## src/rtl/addr_cam_pkg.sv

```systemverilog
package addr_cam_pkg;

    localparam int unsigned DEF_ENTRIES = 16;
    localparam int unsigned DEF_ADDR_W  = 48;

    typedef enum logic [1:0] {
        TBL_IDLE  = 2'd0,
        TBL_WRITE = 2'd1,
        TBL_CLEAR = 2'd2
    } tbl_op_e;

    // Clear outranks write when both are requested.
    function automatic tbl_op_e decode_op(input logic wr, input logic clr);
        if (clr)      return TBL_CLEAR;
        else if (wr)  return TBL_WRITE;
        else          return TBL_IDLE;
    endfunction

endpackage

```

## src/rtl/cam_table.sv

```systemverilog
module cam_table
    import addr_cam_pkg::*;
#(
    parameter int unsigned ENTRIES = DEF_ENTRIES,
    parameter int unsigned ADDR_W  = DEF_ADDR_W,
    localparam int unsigned IW     = (ENTRIES > 1) ? $clog2(ENTRIES) : 1
) (
    input  logic                             clk,
    input  logic                             rst,
    input  tbl_op_e                          op,
    input  logic [IW-1:0]                    idx,
    input  logic [ADDR_W-1:0]                wdata,
    output logic [ENTRIES-1:0][ADDR_W-1:0]   entry_addr,
    output logic [ENTRIES-1:0]               entry_valid,
    output logic                             full
);

    for (genvar g = 0; g < ENTRIES; g++) begin : g_entry
        logic sel;
        assign sel = (idx == IW'(g));

        always_ff @(posedge clk) begin
            if (rst) begin
                entry_valid[g] <= 1'b0;
                entry_addr[g]  <= '0;
            end else if (sel) begin
                case (op)
                    TBL_WRITE: begin
                        entry_addr[g]  <= wdata;
                        entry_valid[g] <= 1'b1;
                    end
                    TBL_CLEAR: entry_valid[g] <= 1'b0;
                    default: ;
                endcase
            end
        end
    end

    assign full = &entry_valid;

    // a write leaves the addressed entry valid with the written data
    assert_write_sets_R2: assert property (@(posedge clk) disable iff (rst)
        (op == TBL_WRITE) |=> (entry_valid[$past(idx)] && entry_addr[$past(idx)] == $past(wdata)));

    // a clear (even with a write pending) leaves the entry invalid
    assert_clear_wins_R12: assert property (@(posedge clk) disable iff (rst)
        (op == TBL_CLEAR) |=> !entry_valid[$past(idx)]);

    // a clear always drops the full flag
    assert_full_drops_R11: assert property (@(posedge clk) disable iff (rst)
        (op == TBL_CLEAR) |=> !full);

endmodule

```

## src/rtl/cam_match.sv

```systemverilog
module cam_match #(
    parameter int unsigned ENTRIES = 16,
    parameter int unsigned ADDR_W  = 48,
    localparam int unsigned IW     = (ENTRIES > 1) ? $clog2(ENTRIES) : 1
) (
    input  logic                             clk,
    input  logic                             rst,
    input  logic [ENTRIES-1:0][ADDR_W-1:0]   entry_addr,
    input  logic [ENTRIES-1:0]               entry_valid,
    input  logic [ADDR_W-1:0]                key,
    output logic                             hit,
    output logic [IW-1:0]                    hit_idx
);

    logic [ENTRIES-1:0] match_vec;

    for (genvar g = 0; g < ENTRIES; g++) begin : g_cmp
        assign match_vec[g] = entry_valid[g] && (entry_addr[g] == key);
    end

    // Scan downward so the lowest matching index is the last assignment.
    always_comb begin
        hit_idx = '0;
        for (int i = ENTRIES - 1; i >= 0; i--) begin
            if (match_vec[i]) hit_idx = IW'(i);
        end
    end

    assign hit = |match_vec;

    logic [ENTRIES-1:0] below_mask;
    assign below_mask = (ENTRIES'(1) << hit_idx) - ENTRIES'(1);

    // the reported index really is a matching valid entry
    assert_idx_matches_R3: assert property (@(posedge clk) disable iff (rst)
        hit |-> match_vec[hit_idx]);

    // no matching entry sits below the reported index
    assert_lowest_R5: assert property (@(posedge clk) disable iff (rst)
        hit |-> ((match_vec & below_mask) == '0));

endmodule

```

## src/rtl/filter_verdict.sv

```systemverilog
module filter_verdict #(
    parameter int unsigned ADDR_W = 48,
    parameter int unsigned IW     = 4
) (
    input  logic              clk,
    input  logic              rst,
    input  logic              strobe,
    input  logic [ADDR_W-1:0] key,
    input  logic              hit,
    input  logic [IW-1:0]     hit_idx,
    input  logic              bcast_en,
    input  logic              promisc_en,
    output logic              res_valid,
    output logic              res_hit,
    output logic [IW-1:0]     res_idx,
    output logic              res_accept,
    output logic              res_bcast
);

    logic is_bcast;
    assign is_bcast = &key;

    always_ff @(posedge clk) begin
        if (rst) begin
            res_valid  <= 1'b0;
            res_hit    <= 1'b0;
            res_idx    <= '0;
            res_accept <= 1'b0;
            res_bcast  <= 1'b0;
        end else begin
            res_valid <= strobe;
            if (strobe) begin
                res_hit    <= hit;
                res_idx    <= hit_idx;
                res_bcast  <= is_bcast;
                res_accept <= promisc_en | (bcast_en & is_bcast) | hit;
            end
        end
    end

    // verdict appears in exactly the cycle after a strobe
    assert_valid_follows_R6: assert property (@(posedge clk) disable iff (rst)
        strobe |=> res_valid);
    assert_valid_quiet_R6: assert property (@(posedge clk) disable iff (rst)
        !strobe |=> !res_valid);

    // promiscuous strobe is always accepted
    assert_promisc_R9: assert property (@(posedge clk) disable iff (rst)
        (strobe && promisc_en) |=> res_accept);

    // with no override, acceptance tracks the table
    assert_plain_R10: assert property (@(posedge clk) disable iff (rst)
        (strobe && !promisc_en && !bcast_en) |=> (res_accept == res_hit));

endmodule

```

## src/rtl/addr_cam_filter.sv

```systemverilog
module addr_cam_filter
    import addr_cam_pkg::*;
#(
    parameter int unsigned ENTRIES = DEF_ENTRIES,
    parameter int unsigned ADDR_W  = DEF_ADDR_W,
    localparam int unsigned IW     = (ENTRIES > 1) ? $clog2(ENTRIES) : 1
) (
    input  logic              clk,
    input  logic              rst,
    input  logic              cfg_wr_en,
    input  logic              cfg_clr_en,
    input  logic [IW-1:0]     cfg_idx,
    input  logic [ADDR_W-1:0] cfg_addr,
    input  logic              bcast_en,
    input  logic              promisc_en,
    input  logic              lk_valid,
    input  logic [ADDR_W-1:0] lk_addr,
    output logic              res_valid,
    output logic              res_hit,
    output logic [IW-1:0]     res_idx,
    output logic              res_accept,
    output logic              res_bcast,
    output logic              tbl_full
);

    tbl_op_e                           op;
    logic [ENTRIES-1:0][ADDR_W-1:0]    entry_addr;
    logic [ENTRIES-1:0]                entry_valid;
    logic                              hit;
    logic [IW-1:0]                     hit_idx;

    assign op = decode_op(cfg_wr_en, cfg_clr_en);

    cam_table #(.ENTRIES(ENTRIES), .ADDR_W(ADDR_W)) u_table (
        .clk         (clk),
        .rst         (rst),
        .op          (op),
        .idx         (cfg_idx),
        .wdata       (cfg_addr),
        .entry_addr  (entry_addr),
        .entry_valid (entry_valid),
        .full        (tbl_full)
    );

    // Compares against registered table state, so same-cycle writes land later.
    cam_match #(.ENTRIES(ENTRIES), .ADDR_W(ADDR_W)) u_match (
        .clk         (clk),
        .rst         (rst),
        .entry_addr  (entry_addr),
        .entry_valid (entry_valid),
        .key         (lk_addr),
        .hit         (hit),
        .hit_idx     (hit_idx)
    );

    filter_verdict #(.ADDR_W(ADDR_W), .IW(IW)) u_verdict (
        .clk        (clk),
        .rst        (rst),
        .strobe     (lk_valid),
        .key        (lk_addr),
        .hit        (hit),
        .hit_idx    (hit_idx),
        .bcast_en   (bcast_en),
        .promisc_en (promisc_en),
        .res_valid  (res_valid),
        .res_hit    (res_hit),
        .res_idx    (res_idx),
        .res_accept (res_accept),
        .res_bcast  (res_bcast)
    );

    // lookup result reflects table state from before a same-cycle write
    assert_write_late_R7: assert property (@(posedge clk) disable iff (rst)
        (lk_valid && cfg_wr_en && !cfg_clr_en && lk_addr == cfg_addr && !hit)
        |=> !res_hit);

endmodule

```

## config.mk

```make
export PLATFORM = sky130hd
export DESIGN_NAME = addr_cam_filter
export DESIGN_NICKNAME = d
export VERILOG_FILES = /design/src/rtl/addr_cam_pkg.sv /design/src/rtl/cam_table.sv /design/src/rtl/cam_match.sv /design/src/rtl/filter_verdict.sv /design/src/rtl/addr_cam_filter.sv
export SDC_FILE = /design/constraint.sdc
export NUM_CORES = 2
export LEC_CHECK = 0
export ABC_CLOCK_PERIOD_IN_PS = 4400
export CORE_UTILIZATION = 58
export DETAILED_ROUTE_END_ITERATION = 7
export DONT_BUFFER_PORTS = 1
export MAX_ROUTING_LAYER = met4
export PLACE_DENSITY_LB_ADDON = 0.08
export SYNTH_ARGS = -nofsm -noshare
export SYNTH_HDL_FRONTEND = slang
export SYNTH_SLANG_ARGS = --single-unit
```

## constraint.sdc

```tcl
create_clock -name clk -period 4.4 [get_ports clk]
set_input_delay 0.44 -clock clk [delete_from_list [all_inputs] [get_ports clk]]
set_output_delay 0.44 -clock clk [all_outputs]
set_load 0.02 [all_outputs]
```

==> Flow_metrics.wiki <==
{| class="wikitable"
! Metric !! Value
|-
| Run status || finished clean
|-
| Buffers from clock root to sink, at most || 3
|-
| First-pass iteration count of the detailed router || 8
|-
| Total wire length || 184,000 µm
|-
| Post-Synthesis Cells || 5,158
|-
| Via/cell ratio || 6.39
|-
| Required time at the endpoint of the critical path || 4960 ps
|-
| Pre-CTS setup slack || 1420 ps
|-
| Largest driver fanout on the critical path || 3
|-
| Post-route worst hold slack || 11.1 ps
|-
| Sink Count || 792
|-
| Setup repair after global routing missed its margin || false
|-
| Clock group share of total power || 46.9%
|-
| Clock root buffer || clkbuf_16
|-
| Number of antenna-violating nets in the routed design || 0
|-
| Fraction of registers with async set/reset || 0%
|-
| Finished Layout Cells || 6,121
|-
| Global-route wire length before repair || 256,000 µm
|-
| Standard-cell row count || 94
|-
| Cell breakdown of the critical path || xnor2_1, nand2_1, or3b_1, nor4_1, nand4b_1, o41ai_1, nor2_1, and2_1, a311oi_2
|-
| Top post-synthesis cells by area || dfxtp_1 41%, nand2_1 16%, a21oi_1 10%
|-
| Netlist area before placement || 0.0387 mm²
|-
| Power per unit of standard cell area || 354 mW/mm²
|-
| Highest attainable clock frequency || 323 MHz
|-
| Maximum number of pins on one net before global-route repair || 517
|-
| Biggest cell delay along the critical path || 860 ps
|-
| IR drop worst, VDD || 0.385 mV
|-
| Number of buffers created by CTS || 84
|-
| Post-Synthesis Net Count || 5,265
|-
| Start point of the worst hold path || lk_valid
|-
| Total overflow reported by the global router || 0
|-
| Number of vias after detailed routing || 39,100
|-
| Origin of the worst setup path || u_table.entry_addr[472]
|-
| Proportion of netlist area held by the largest area contributor || 41.0%
|-
| Final #Nets || 5,286
|-
| Type of the worst setup path || reg -> reg
|-
| EDFF count, synth || 0
|-
| Area leader, netlist || dfxtp_1
|-
| Net switching power of the design || 3990 µW
|-
| TritonCTS clock tree || built
|-
| Most common cell after layout, fill and taps aside || nand2_1
|-
| Static Leakage || 0.0158 µW
|-
| Crit share post-route || 70.3%
|-
| Quantity of I/O buffers inserted on ports || 0
|-
| Max H-tree Level || 3
|-
| Number of setup violations in the final report || 0
|-
| Hold Path Class || in -> reg
|-
| Yosys Warn Count || 0
|-
| Setup TNS || 0 ps
|-
| Cell at the slowest stage of the critical path || o41ai_1
|-
| Sw Share || 24.9%
|-
| Global placement routability congestion || 1.01
|-
| Internal cell power || 12,000 µW
|-
| Clock latency on the worst-skew pair || 670 ps
|-
| Number of placed instances with taps included || 5,602
|-
| Mean post-synth cell area || 7.50 µm²
|-
| Final critical delay including setup and external delays || 3090 ps
|-
| CP startpoint kind || flip-flop
|-
| Io pins || 116
|-
| Area of the die || 0.0677 mm²
|-
| Register share of total power || 45.4%
|-
| Post-route DRC || 0
|-
| Number of setup buffers added after CTS || 0
|-
| Overall track demand over capacity in global routing || 55.0%
|-
| Relative slew slack || 1.07%
|-
| RR Startpoint || u_table.entry_addr[472]
|-
| Synth-to-layout area growth || 17.1%
|-
| Initial core utilization || 58.7%
|-
| Slew @ Worst Pin || 1480 ps
|-
| CTS clock-pin slew for the worst setup and hold paths || 60 ps
|-
| Wire length per cell after detailed routing || 30.1 µm
|-
| Initial antenna violation count || 12
|-
| Y dimension of the die || 260 µm
|-
| Worst Hold Path Cells || 2
|-
| Critical Path Sink Type || flip-flop
|-
| Most used flip-flop cell after synthesis || dfxtp_1
|-
| Max Cap Violations || 0
|-
| Core Footprint || 0.0659 mm²
|-
| Post-Route Skew || 17.4 ps
|-
| Initial detailed-routing violation count || 6,591
|-
| Post-CTS resize count || 0
|-
| Worst r2r path cells || 9
|-
| Die outline width || 260 µm
|-
| Final critical-path setup slack || 1310 ps
|-
| Distinct cells, synth || 71
|-
| Share of post-route cells with drive strength above 1 || 4.65%
|-
| Number of hold-slack violations in the final timing report || 0
|-
| Final Slew Violations || 0
|-
| Share of power burned in combinational logic || 7.7%
|-
| Top library cells by usage in the layout, fill and taps aside || 1,620 x nand2_1, 792 x a21oi_1, 792 x dfxtp_1
|-
| Estimated wirelength of the detail-placed design || 94,000 µm
|-
| Vias in the first global route || 35,300
|-
| Number of synthesized register bits || 792
|-
| Endpoint arrival time on the critical path || 3650 ps
|-
| Share of the yosys chip area belonging to registers || 41.0%
|}
[synth_stat cells, drive strengths merged (38+ instances only)]
library cell     n
inv             49
xor2           321
nor2b           57
dfxtp          792
nand3           40
a21oi          792
nand2b          49
clkbuf         407
nor2            72
nand2         1620
nand4          178
xnor2          377
nor3            38
nor4           130
[sequential cells by signal (all words and copies together), names as in the netlist]
register              count
u_verdict.res_accept      1
u_verdict.res_bcast       1
u_table.entry_valid      16
u_table.entry_addr      768
u_verdict.res_hit         1
u_verdict.res_idx         4
u_verdict.res_valid       1
[through the flow]
stage	total power (µW)	util [%]	instance area, µm²
floorplan	8290	-	38700
global placement	8140	58.3	38400
detailed placement	8140	58.3	38400
CTS	15900	68.7	45300
global route	16300	68.8	45300
finish	16000	68.8	45300
[final timing paths]
kind | to | slack [ps]
setup / recovery | u_verdict.res_accept | 1310
hold / removal | u_verdict.res_accept | 10
setup reg to reg | u_verdict.res_accept | 1310
hold reg to reg | u_table.entry_addr[176] | 460
[per-layer routing]
layer  vias up  routed length, µm  GRT usage [%]
met3       897              27400           18.7
met1     18100              64600           65.7
met4         0              19400           47.3
met5         -                  0              -
li1      17100                  -              -
met2      3030              72800           73.1
[timing repair]
action                                 CTS  global route
hold buffers                           355             0
setup endpoints to repair                0             0
endpoints found under the hold margin  786             0
[critical path, delay by kind of cell (launching register included)]
kind            cells  cell delay [ps]
xor+xnor            1              200
simple gates        6             1350
compound gates      2             1120
flops               1              320
[cell type report]
type / count / area, µm²
Sequential cell: 792 / 15900
Multi-Input combinational cell: 3873 / 21100
Timing Repair Buffer: 379 / 4210
Tap cell: 864 / 1080
Clock buffer: 123 / 2470
Fill cell: 5536 / 20600
Antenna cell: 14 / 35.0
Clock inverter: 27 / 368
Inverter: 49 / 184
[cell families after synthesis]
family,share of synthesized area (%)
AOI/OAI and AO/OA,12.3
xor gates and xnor gates,15.8
buffers and inverters,4.87
DFF,41.0
muxes,0.0259
and+or+nand+nor,26.1
[power groups by stage]
| stage | registers, µW | clock network, µW | logic, µW |
|---|---|---|---|
| after floorplan | 7420 | 0 | 875 |
| after global placement | 7430 | 0 | 711 |
| after detailed placement | 7430 | 0 | 707 |
| after CTS | 7270 | 7470 | 1160 |
| after global routing | 7270 | 7740 | 1250 |
| final | 7270 | 7510 | 1230 |
No activity file was read; power rests on OpenSTA's default activity.
